[src/rtl/pace_pkg.sv]
package pace_pkg;
  localparam int EXP_W   = 4;
  localparam int CNT_W   = (1 << EXP_W) - 1;
  localparam int DEF_EXP = 4;

  // exponent 0 means unconfigured: fall back to the default rate
  function automatic logic [EXP_W-1:0] eff_exp(input logic [EXP_W-1:0] e);
    return (e == '0) ? EXP_W'(DEF_EXP) : e;
  endfunction

  // terminal count of the byte pacing counter: 2^n - 1
  function automatic logic [CNT_W-1:0] period_last(input logic [EXP_W-1:0] e);
    logic [CNT_W-1:0] one;
    one = CNT_W'(1);
    return (one << eff_exp(e)) - one;
  endfunction
endpackage

[src/rtl/pace_tick.sv]
module pace_tick #(
  parameter int CNT_W = 15
) (
  input  logic             clk,
  input  logic             rst_n,
  input  logic             clr_i,
  input  logic             run_i,
  input  logic [CNT_W-1:0] lim_i,
  output logic             tick_o
);
  logic [CNT_W-1:0] cnt_q;
  logic             at_lim_w;

  assign at_lim_w = (cnt_q == lim_i);
  assign tick_o   = run_i && at_lim_w && !clr_i;

  always_ff @(posedge clk or negedge rst_n) begin
    if (!rst_n)       cnt_q <= '0;
    else if (clr_i)   cnt_q <= '0;
    else if (tick_o)  cnt_q <= '0;
    else if (run_i)   cnt_q <= cnt_q + CNT_W'(1);
  end

  AST_CNT_BOUND: assert property (@(posedge clk) disable iff (!rst_n)
    (run_i && !clr_i) |-> (cnt_q <= lim_i));
endmodule

[src/rtl/pace_shifter.sv]
module pace_shifter #(
  parameter int BYTES  = 16,
  parameter int BYTE_W = 8
) (
  input  logic                            clk,
  input  logic                            rst_n,
  input  logic                            load_i,
  input  logic                            shift_i,
  input  logic [(BYTES-1)*BYTE_W-1:0]     rest_i,
  output logic [BYTE_W-1:0]               head_o
);
  localparam int LANES = BYTES - 1;

  logic [LANES-1:0][BYTE_W-1:0] lane_q;
  logic [LANES-1:0][BYTE_W-1:0] src_w;
  logic [LANES-1:0][BYTE_W-1:0] up_w;

  for (genvar i = 0; i < LANES; i++) begin : g_lane
    assign src_w[i] = rest_i[LANES*BYTE_W-1 - i*BYTE_W -: BYTE_W];
    if (i == LANES-1) begin : g_tail
      assign up_w[i] = '0;
    end else begin : g_body
      assign up_w[i] = lane_q[i+1];
    end
  end

  always_ff @(posedge clk or negedge rst_n) begin
    if (!rst_n)        lane_q <= '0;
    else if (load_i)   lane_q <= src_w;
    else if (shift_i)  lane_q <= up_w;
  end

  assign head_o = lane_q[0];

  AST_LOAD_SHIFT_EXCL: assert property (@(posedge clk) disable iff (!rst_n)
    !(load_i && shift_i));
endmodule

[src/rtl/pace_serializer.sv]
module pace_serializer
  import pace_pkg::*;
#(
  parameter int WORD_W = 32,
  parameter int WORDS  = 4,
  parameter int BYTE_W = 8
) (
  input  logic                      clk,
  input  logic                      rst_n,
  input  logic [WORD_W*WORDS-1:0]   blk_i,
  input  logic                      load_i,
  input  logic [EXP_W-1:0]          rate_exp_i,
  output logic [BYTE_W-1:0]         byte_o,
  output logic                      byte_vld_o,
  output logic                      busy_o
);
  localparam int BLK_W = WORD_W * WORDS;
  localparam int BYTES = BLK_W / BYTE_W;
  localparam int REM_W = $clog2(BYTES);
  localparam logic [REM_W-1:0] REM_FULL = REM_W'(BYTES - 1);

  logic              busy_q, vld_q;
  logic [BYTE_W-1:0] byte_q;
  logic [REM_W-1:0]  rem_q;
  logic [CNT_W-1:0]  lim_q;

  // named internal events
  logic              accept_w;
  logic              run_w;
  logic              byte_tick_w;
  logic              last_byte_w;
  logic [BYTE_W-1:0] head_w;

  assign accept_w    = load_i && !busy_q;
  assign run_w       = busy_q && (rem_q != '0);
  assign last_byte_w = vld_q && (rem_q == '0);

  pace_tick #(.CNT_W(CNT_W)) u_tick (
    .clk    (clk),
    .rst_n  (rst_n),
    .clr_i  (accept_w),
    .run_i  (run_w),
    .lim_i  (lim_q),
    .tick_o (byte_tick_w)
  );

  pace_shifter #(.BYTES(BYTES), .BYTE_W(BYTE_W)) u_shift (
    .clk     (clk),
    .rst_n   (rst_n),
    .load_i  (accept_w),
    .shift_i (byte_tick_w),
    .rest_i  (blk_i[BLK_W-BYTE_W-1:0]),
    .head_o  (head_w)
  );

  always_ff @(posedge clk or negedge rst_n) begin
    if (!rst_n) begin
      busy_q <= 1'b0;
      vld_q  <= 1'b0;
      byte_q <= '0;
      rem_q  <= '0;
      lim_q  <= period_last('0);
    end else if (accept_w) begin
      busy_q <= 1'b1;
      vld_q  <= 1'b1;
      byte_q <= blk_i[BLK_W-1 -: BYTE_W];
      rem_q  <= REM_FULL;
      lim_q  <= period_last(rate_exp_i);
    end else begin
      vld_q <= byte_tick_w;
      if (byte_tick_w) begin
        byte_q <= head_w;
        rem_q  <= rem_q - REM_W'(1);
      end
      if (last_byte_w) busy_q <= 1'b0;
    end
  end

  assign byte_o     = byte_q;
  assign byte_vld_o = vld_q;
  assign busy_o     = busy_q;

  AST_VLD_ONLY_BUSY: assert property (@(posedge clk) disable iff (!rst_n)
    vld_q |-> busy_q);
  AST_VLD_PULSE: assert property (@(posedge clk) disable iff (!rst_n)
    vld_q |=> !vld_q);
  AST_BUSY_RISE_FIRST: assert property (@(posedge clk) disable iff (!rst_n)
    $rose(busy_q) |-> (vld_q && rem_q == REM_FULL));
  AST_BUSY_END: assert property (@(posedge clk) disable iff (!rst_n)
    $fell(busy_q) |-> ($past(vld_q) && $past(rem_q) == '0));
  AST_IGNORED_LOAD: assert property (@(posedge clk) disable iff (!rst_n)
    (busy_q && load_i) |=> !(vld_q && rem_q == REM_FULL));
  AST_RATE_HELD: assert property (@(posedge clk) disable iff (!rst_n)
    (busy_q && $past(busy_q)) |-> $stable(lim_q));
endmodule

[config.mk]
export PLATFORM = sky130hd
export DESIGN_NAME = pace_serializer
export DESIGN_NICKNAME = d
export VERILOG_FILES = /design/src/rtl/pace_pkg.sv /design/src/rtl/pace_tick.sv /design/src/rtl/pace_shifter.sv /design/src/rtl/pace_serializer.sv
export SDC_FILE = /design/constraint.sdc
export NUM_CORES = 1
export LEC_CHECK = 0
export BUFFER_PORTS_ARGS = -buffer_cell sky130_fd_sc_hd__buf_2
export CORE_ASPECT_RATIO = 1.75
export CORE_MARGIN = 4
export CORE_UTILIZATION = 47
export DETAILED_ROUTE_END_ITERATION = 7
export HOLD_SLACK_MARGIN = 0.15
export PLACE_DENSITY = 0.77
export SYNTH_ARGS = -nofsm -noshare
export SYNTH_HDL_FRONTEND = slang
export SYNTH_SLANG_ARGS = --single-unit
[constraint.sdc]
create_clock -name clk -period 2.1 [get_ports clk]
set_clock_uncertainty 0.2 [all_clocks]
set_input_delay 0.21 -clock clk [delete_from_list [all_inputs] [get_ports clk]]
set_output_delay 0.21 -clock clk [all_outputs]
set_load 0.02 [all_outputs]
Word level (Yosys, flattened, before mapping)
Cells that the tools add are included.

Bits in registers: 164. Input bits: 135. Word-level logic and storage cells: 52.

Add/subtract/negate cells: 3. Equal/unequal tests: 1. Shift-type cells: 1. Multiplexer cells: 13. Reductions and logical operators: 13.

Operators by type and width (count): 120-bit 2-to-1 mux (2); 15-bit 2-to-1 mux (3); 8-bit 2-to-1 mux (2); 15-bit by 1-bit adder with 15-bit output, second input constant (1); 15-bit == test (1); 1-bit by 4-bit << shifter with 15-bit output, first input constant (1); 15-bit by 1-bit subtractor with 15-bit output, second input constant (1); 4-bit 2-to-1 mux (3); 4-bit logical NOT (2); 1-bit logical AND (5); 2-bit nonzero test (2); 4-bit nonzero test (1); 4-bit by 1-bit subtractor with 4-bit output, second input constant (1); 1-bit 2-to-1 mux (3); 3-bit nonzero test (1); 1-bit logical NOT (2).

Logic depth before layout (Yosys ltp)
Word-level depth: 6. Depth in mapped cells: 10. Depth with buffers taken out: 8.

By module
From an unflattened synthesis, not the netlist that was laid out.

Cells, all modules: 806. Area, all modules: 8109.0 um2.

By module, submodules not included: pace_shifter (times used 1, cells each 528, area an instance 5599.1 um2); pace_serializer (times used 1, cells each 143, area an instance 1405.1 um2); pace_tick (times used 1, cells each 135, area an instance 1104.8 um2).

Worst setup path after synthesis
Ideal clock, no wire load.

Kind: reg-to-reg. Start point: register rem_q[0]. End point: register rem_q[2]. Setup time: 142 ps. Arrival time: 1787 ps. Required time: 1758 ps. Setup slack: -28 ps. Stages on the path, launching flop included: 9. Path buffers: 2. Period minus slack after synthesis: 2128 ps. Path through: dfrtp_1 > inv_1 > ha_1 > a21oi_2 > nand4_2 > clkbuf_1 > clkbuf_1 > o31ai_1 > nand3_1.

Longest elaborated chain between the ends: 5.

RTL lines: start: declaration (line pace_serializer.sv:24) `logic [REM_W-1:0] rem_q;`; start signal: assignment (line pace_serializer.sv:73) `rem_q <= rem_q - REM_W'(1);`; parallel branches: the longest is 5 deep, another holds 4-bit by 1-bit subtractor with 4-bit output.

Several ways; the timed one is not identified. The select of a mux whose other input is x is not followed. A chain may end at the register's enable or synchronous reset.

Worst setup path in the final report
Start point: register u_tick.cnt_q[12]. End point: register u_shift.lane_q[52] (netlist name).

Longest elaborated chain between the ends: 4.

RTL lines: start: declaration (line pace_tick.sv:11) `logic [CNT_W-1:0] cnt_q;`; start signal: assignment (line pace_tick.sv:21) `else if (run_i) cnt_q <= cnt_q + CNT_W'(1);`; 15-bit == test (line pace_tick.sv:14) `assign at_lim_w = (cnt_q == lim_i);`; 1-bit logical AND (2 in series) (line pace_tick.sv:15) `assign tick_o = run_i && at_lim_w && !clr_i;`; 2-bit nonzero test (no source line); end signal: assignment (line pace_shifter.sv:29) `else if (load_i) lane_q <= src_w;`; end signal: assignment (line pace_shifter.sv:30) `else if (shift_i) lane_q <= up_w;`; end: declaration (line pace_shifter.sv:14) `logic [LANES-1:0][BYTE_W-1:0] lane_q;`.

Every way passes these cells.

==> metrics.txt <==
first-pass iteration count of the detailed router=5; Setup crit start=u_tick.cnt_q[12]$_DFFE_PN0P_; Num CTS Buffers=17; Mapped Cells=926; htree depth=4; Req. time, crit path=2190 ps; fin util=70.0%; Post-synth ARST share=100%; Root Driver=clkbuf_16; die area=19,400 um2; global-route wire length before repair=41.9 mm; setup violators final=136; DR vias=8,612; Worst R2R Path Depth=9; sequential fraction of the synthesis area=51.0%; Total Routing Usage GR=27.0%; synth unique cells=48; fin. max-slew vios=0; Hold Crit Class=in -> reg; fin crit share=111%; Post-route DRC=0; WL met2=14.7 mm; DRT met1 WL=9.98 mm; Max-Slew Margin vs Limit=58.5%; DP HPWL=15.2 mm; fraction of layout cells with a size suffix above 1=26.1%; IO Port Bufs=144; vias in the first global route=8,554; status=complete, but fails checks; r2r endpoint=u_shift.lane_q[52]$_DFFE_PN0P_; post-route ant nets=0; Post-synth top flop=dfrtp_1; wire per inst=19.5 um; Yosys warnings=0; fin cells=1,449; Iteration-0 DRC Markers=760; crit path capture type=flop; fmax=428 MHz; CP Launch Type=flop; peak supply drop=0.000736 V; grt total ovfl=0; Post-Syn Nets=1,064; R2R Setup Slk=-240 ps; number of synthesized flops with an enable pin=0; largest fanout on the critical path=9; post-synthesis register bit count=164; Clock Latency Late Sink=430 ps; pwr/cell area=940 nW/um2; top sig layer=met4; Initial Utilization=47.8%; crit path capture=u_shift.lane_q[52]$_DFFE_PN0P_; synth-to-layout area growth=46.6%; Leak=0.00471 uW; Hold Startpoint=rate_exp_i[1]; largest net degree at the start of global routing=69; DIE HEIGHT=181 um; initial antenna violation count=1; final instance area=11,800 um2; Core Area=16,900 um2; FP Rows=63; Final Hold Viols=0; Tot Pwr=11,100 uW; Final nets=1,345; PnR worst setup slack=-238 ps; placed cells=1,260; CTS tree=built; IO Pins=145; failing checks=negative setup slack; via density per instance=5.94; Clock Sinks=164; total wire length=28.3 mm; placed cell area=9330 um2; CP arrival=2430 ps; Max-Cap Viols=0; Crit Path Category=reg -> reg; Chip Width=107 um; Clock transition at path regs=70 ps; Reg-to-Reg Start=u_tick.cnt_q[12]$_DFFE_PN0P_; GPL Wtd Cong=0.857; RSZ-0062 raised after global routing=yes; final period demand of the worst path=2340 ps; Hold Path Stages=5; mean post-synth cell area=8.70 um2; Worst-Margin Slew=622 ps; clk buf depth=2; Fill cells=1,182; DR WL met3=1.67 mm; Synth Cell Area=8060 um2
## cells by family (layout without fill, tap and decap cells)
group / count (synthesis) / after routing / share of synthesized area (%)
adder cells (fa/ha/maj): 3 / 3 / 0.466
XOR/XNOR: 30 / 30 / 3.26
buffers and inverters: 103 / 396 / 5.96
AND/OR/NAND/NOR: 326 / 327 / 18.2
other: 1 / 3 / 0.0466
flip-flops: 164 / 164 / 51.0
AO/OA/AOI/OAI: 299 / 299 / 21.0
## worst max-delay path: stages (launching register included)
cell     delay, ps
dfrtp_1        410
xor2_1         170
nor4_2         330
buf_4          170
buf_4          120
nand3_4         90
buf_12         170
buf_16         160
o21ai_1        230
a31oi_1        150
## report_power, final
part / internal, uW / switching (uW)
Clock: 1800 / 1350
Combinational: 1420 / 1820
Sequential: 4050 / 665
Total: 7270 / 3840
## layer usage
| layer | track usage [%] | up-vias |
|---|---|---|
| li1 | - | 3875 |
| met1 | 30.7 | 4108 |
| met2 | 45.5 | 488 |
| met3 | 3.72 | 141 |
| met4 | 20.0 | 0 |
| met5 | 0 | - |
## final cells by class
type | instances | area [um2] | area share (%)
repair buffers | 355 | 3050 | 25.8
clock inverters | 14 | 153 | 1.29
well taps | 227 | 284 | 2.40
multi-input cells | 660 | 3740 | 31.6
clock buffers | 18 | 439 | 3.72
flip-flops and latches | 164 | 4110 | 34.8
diodes | 2 | 5.00 | 0.0424
inverters | 9 | 33.8 | 0.286
## stage by stage
step | hold WS, ps | setup TNS [ps] | setup WS, ps
finish | 176 | -12000 | -238
global route | 212 | -29330 | -341
CTS | 158 | -776 | -44.1
detailed placement | 32.8 | -189 | -27.4
global placement | 41.7 | -11.4 | -11.4
floorplan | -286 | 0 | 42.5
## synthesized netlist by cell type, types with 2 or more instances
library cell | count | share of area (%)
a31oi_1 | 122 | 9.5
o211ai_1 | 2 | 0.19
nor2_1 | 150 | 7.0
o221ai_1 | 2 | 0.22
buf_1 | 2 | 0.093
inv_1 | 8 | 0.37
nand2b_1 | 2 | 0.16
nor2b_1 | 2 | 0.16
dfstp_2 | 4 | 1.3
o21a_1 | 2 | 0.19
nor3_1 | 8 | 0.50
o21ai_0 | 137 | 8.5
or2_2 | 2 | 0.16
clkbuf_1 | 64 | 3.0
xor2_1 | 16 | 1.7
dfrtp_1 | 160 | 50
xnor2_1 | 14 | 1.5
buf_2 | 18 | 1.1
nand2_1 | 36 | 1.7
buf_6 | 9 | 1.3
and3_1 | 3 | 0.23
nand4_1 | 2 | 0.16
nand3_1 | 108 | 6.7
or3_1 | 2 | 0.16
nor4_2 | 2 | 0.31
ha_1 | 3 | 0.47
a21oi_1 | 25 | 1.6
## layout by cell type (no fill, tap or decap), types with 2 or more instances in the layout
| cell type | n |
|---|---|
| xor2_1 | 15 |
| inv_1 | 7 |
| dlygate4sd3_1 | 137 |
| bufinv_16 | 2 |
| dfstp_2 | 4 |
| o21a_1 | 2 |
| a31oi_1 | 119 |
| clkinv_4 | 3 |
| nor2_2 | 2 |
| buf_2 | 143 |
| or3_1 | 2 |
| o21ai_0 | 54 |
| clkinv_2 | 2 |
| nor2_1 | 148 |
| buf_6 | 9 |
| nand3_2 | 9 |
| a21oi_1 | 25 |
| inv_6 | 3 |
| nand2b_1 | 2 |
| nand2_1 | 35 |
| buf_12 | 20 |
| clkbuf_16 | 22 |
| nand3_1 | 100 |
| or2_2 | 2 |
| clkinvlp_4 | 4 |
| o211ai_1 | 2 |
| nor3_1 | 8 |
| o21ai_1 | 52 |
| buf_4 | 39 |
| nand4_1 | 2 |
| o21ai_2 | 32 |
| a31oi_2 | 3 |
| inv_2 | 2 |
| xnor2_1 | 14 |
| ha_1 | 2 |
| and3_1 | 2 |
| diode_2 | 2 |
| dfrtp_1 | 159 |
## registers in the layout, indices dropped and copies added, names as in the netlist
signal,flops
busy_o,1
rem_q,4
byte_vld_o,1
u_shift.head_o,8
u_tick.cnt_q,15
u_shift.lane_q,112
byte_o,8
lim_q,15
## timing repair
item | in CTS | in global routing
gates resized for setup | 9 | 139
hold buffers | 137 | 0
buffers inserted | 0 | 10
pin swaps | 6 | 26
cloned | 0 | 8
endpoints found under the setup margin | 52 | 149
hold endpoints to repair | 305 | 0
## how the worst min path moves through the flow
stage / endpoint / slack [ps]
2_1_floorplan: busy_o$_DFFE_PN0P_ / -290
3_3_place_gp: u_shift.lane_q[37]$_DFFE_PN0P_ / 40
3_5_place_dp: u_shift.lane_q[45]$_DFFE_PN0P_ / 30
4_1_cts: lim_q[2]$_DFFE_PN1P_ / 160
5_1_grt: lim_q[2]$_DFFE_PN1P_ / 210
6_report: lim_q[2]$_DFFE_PN1P_ / 180
No activity file was read; power rests on OpenSTA's default activity.
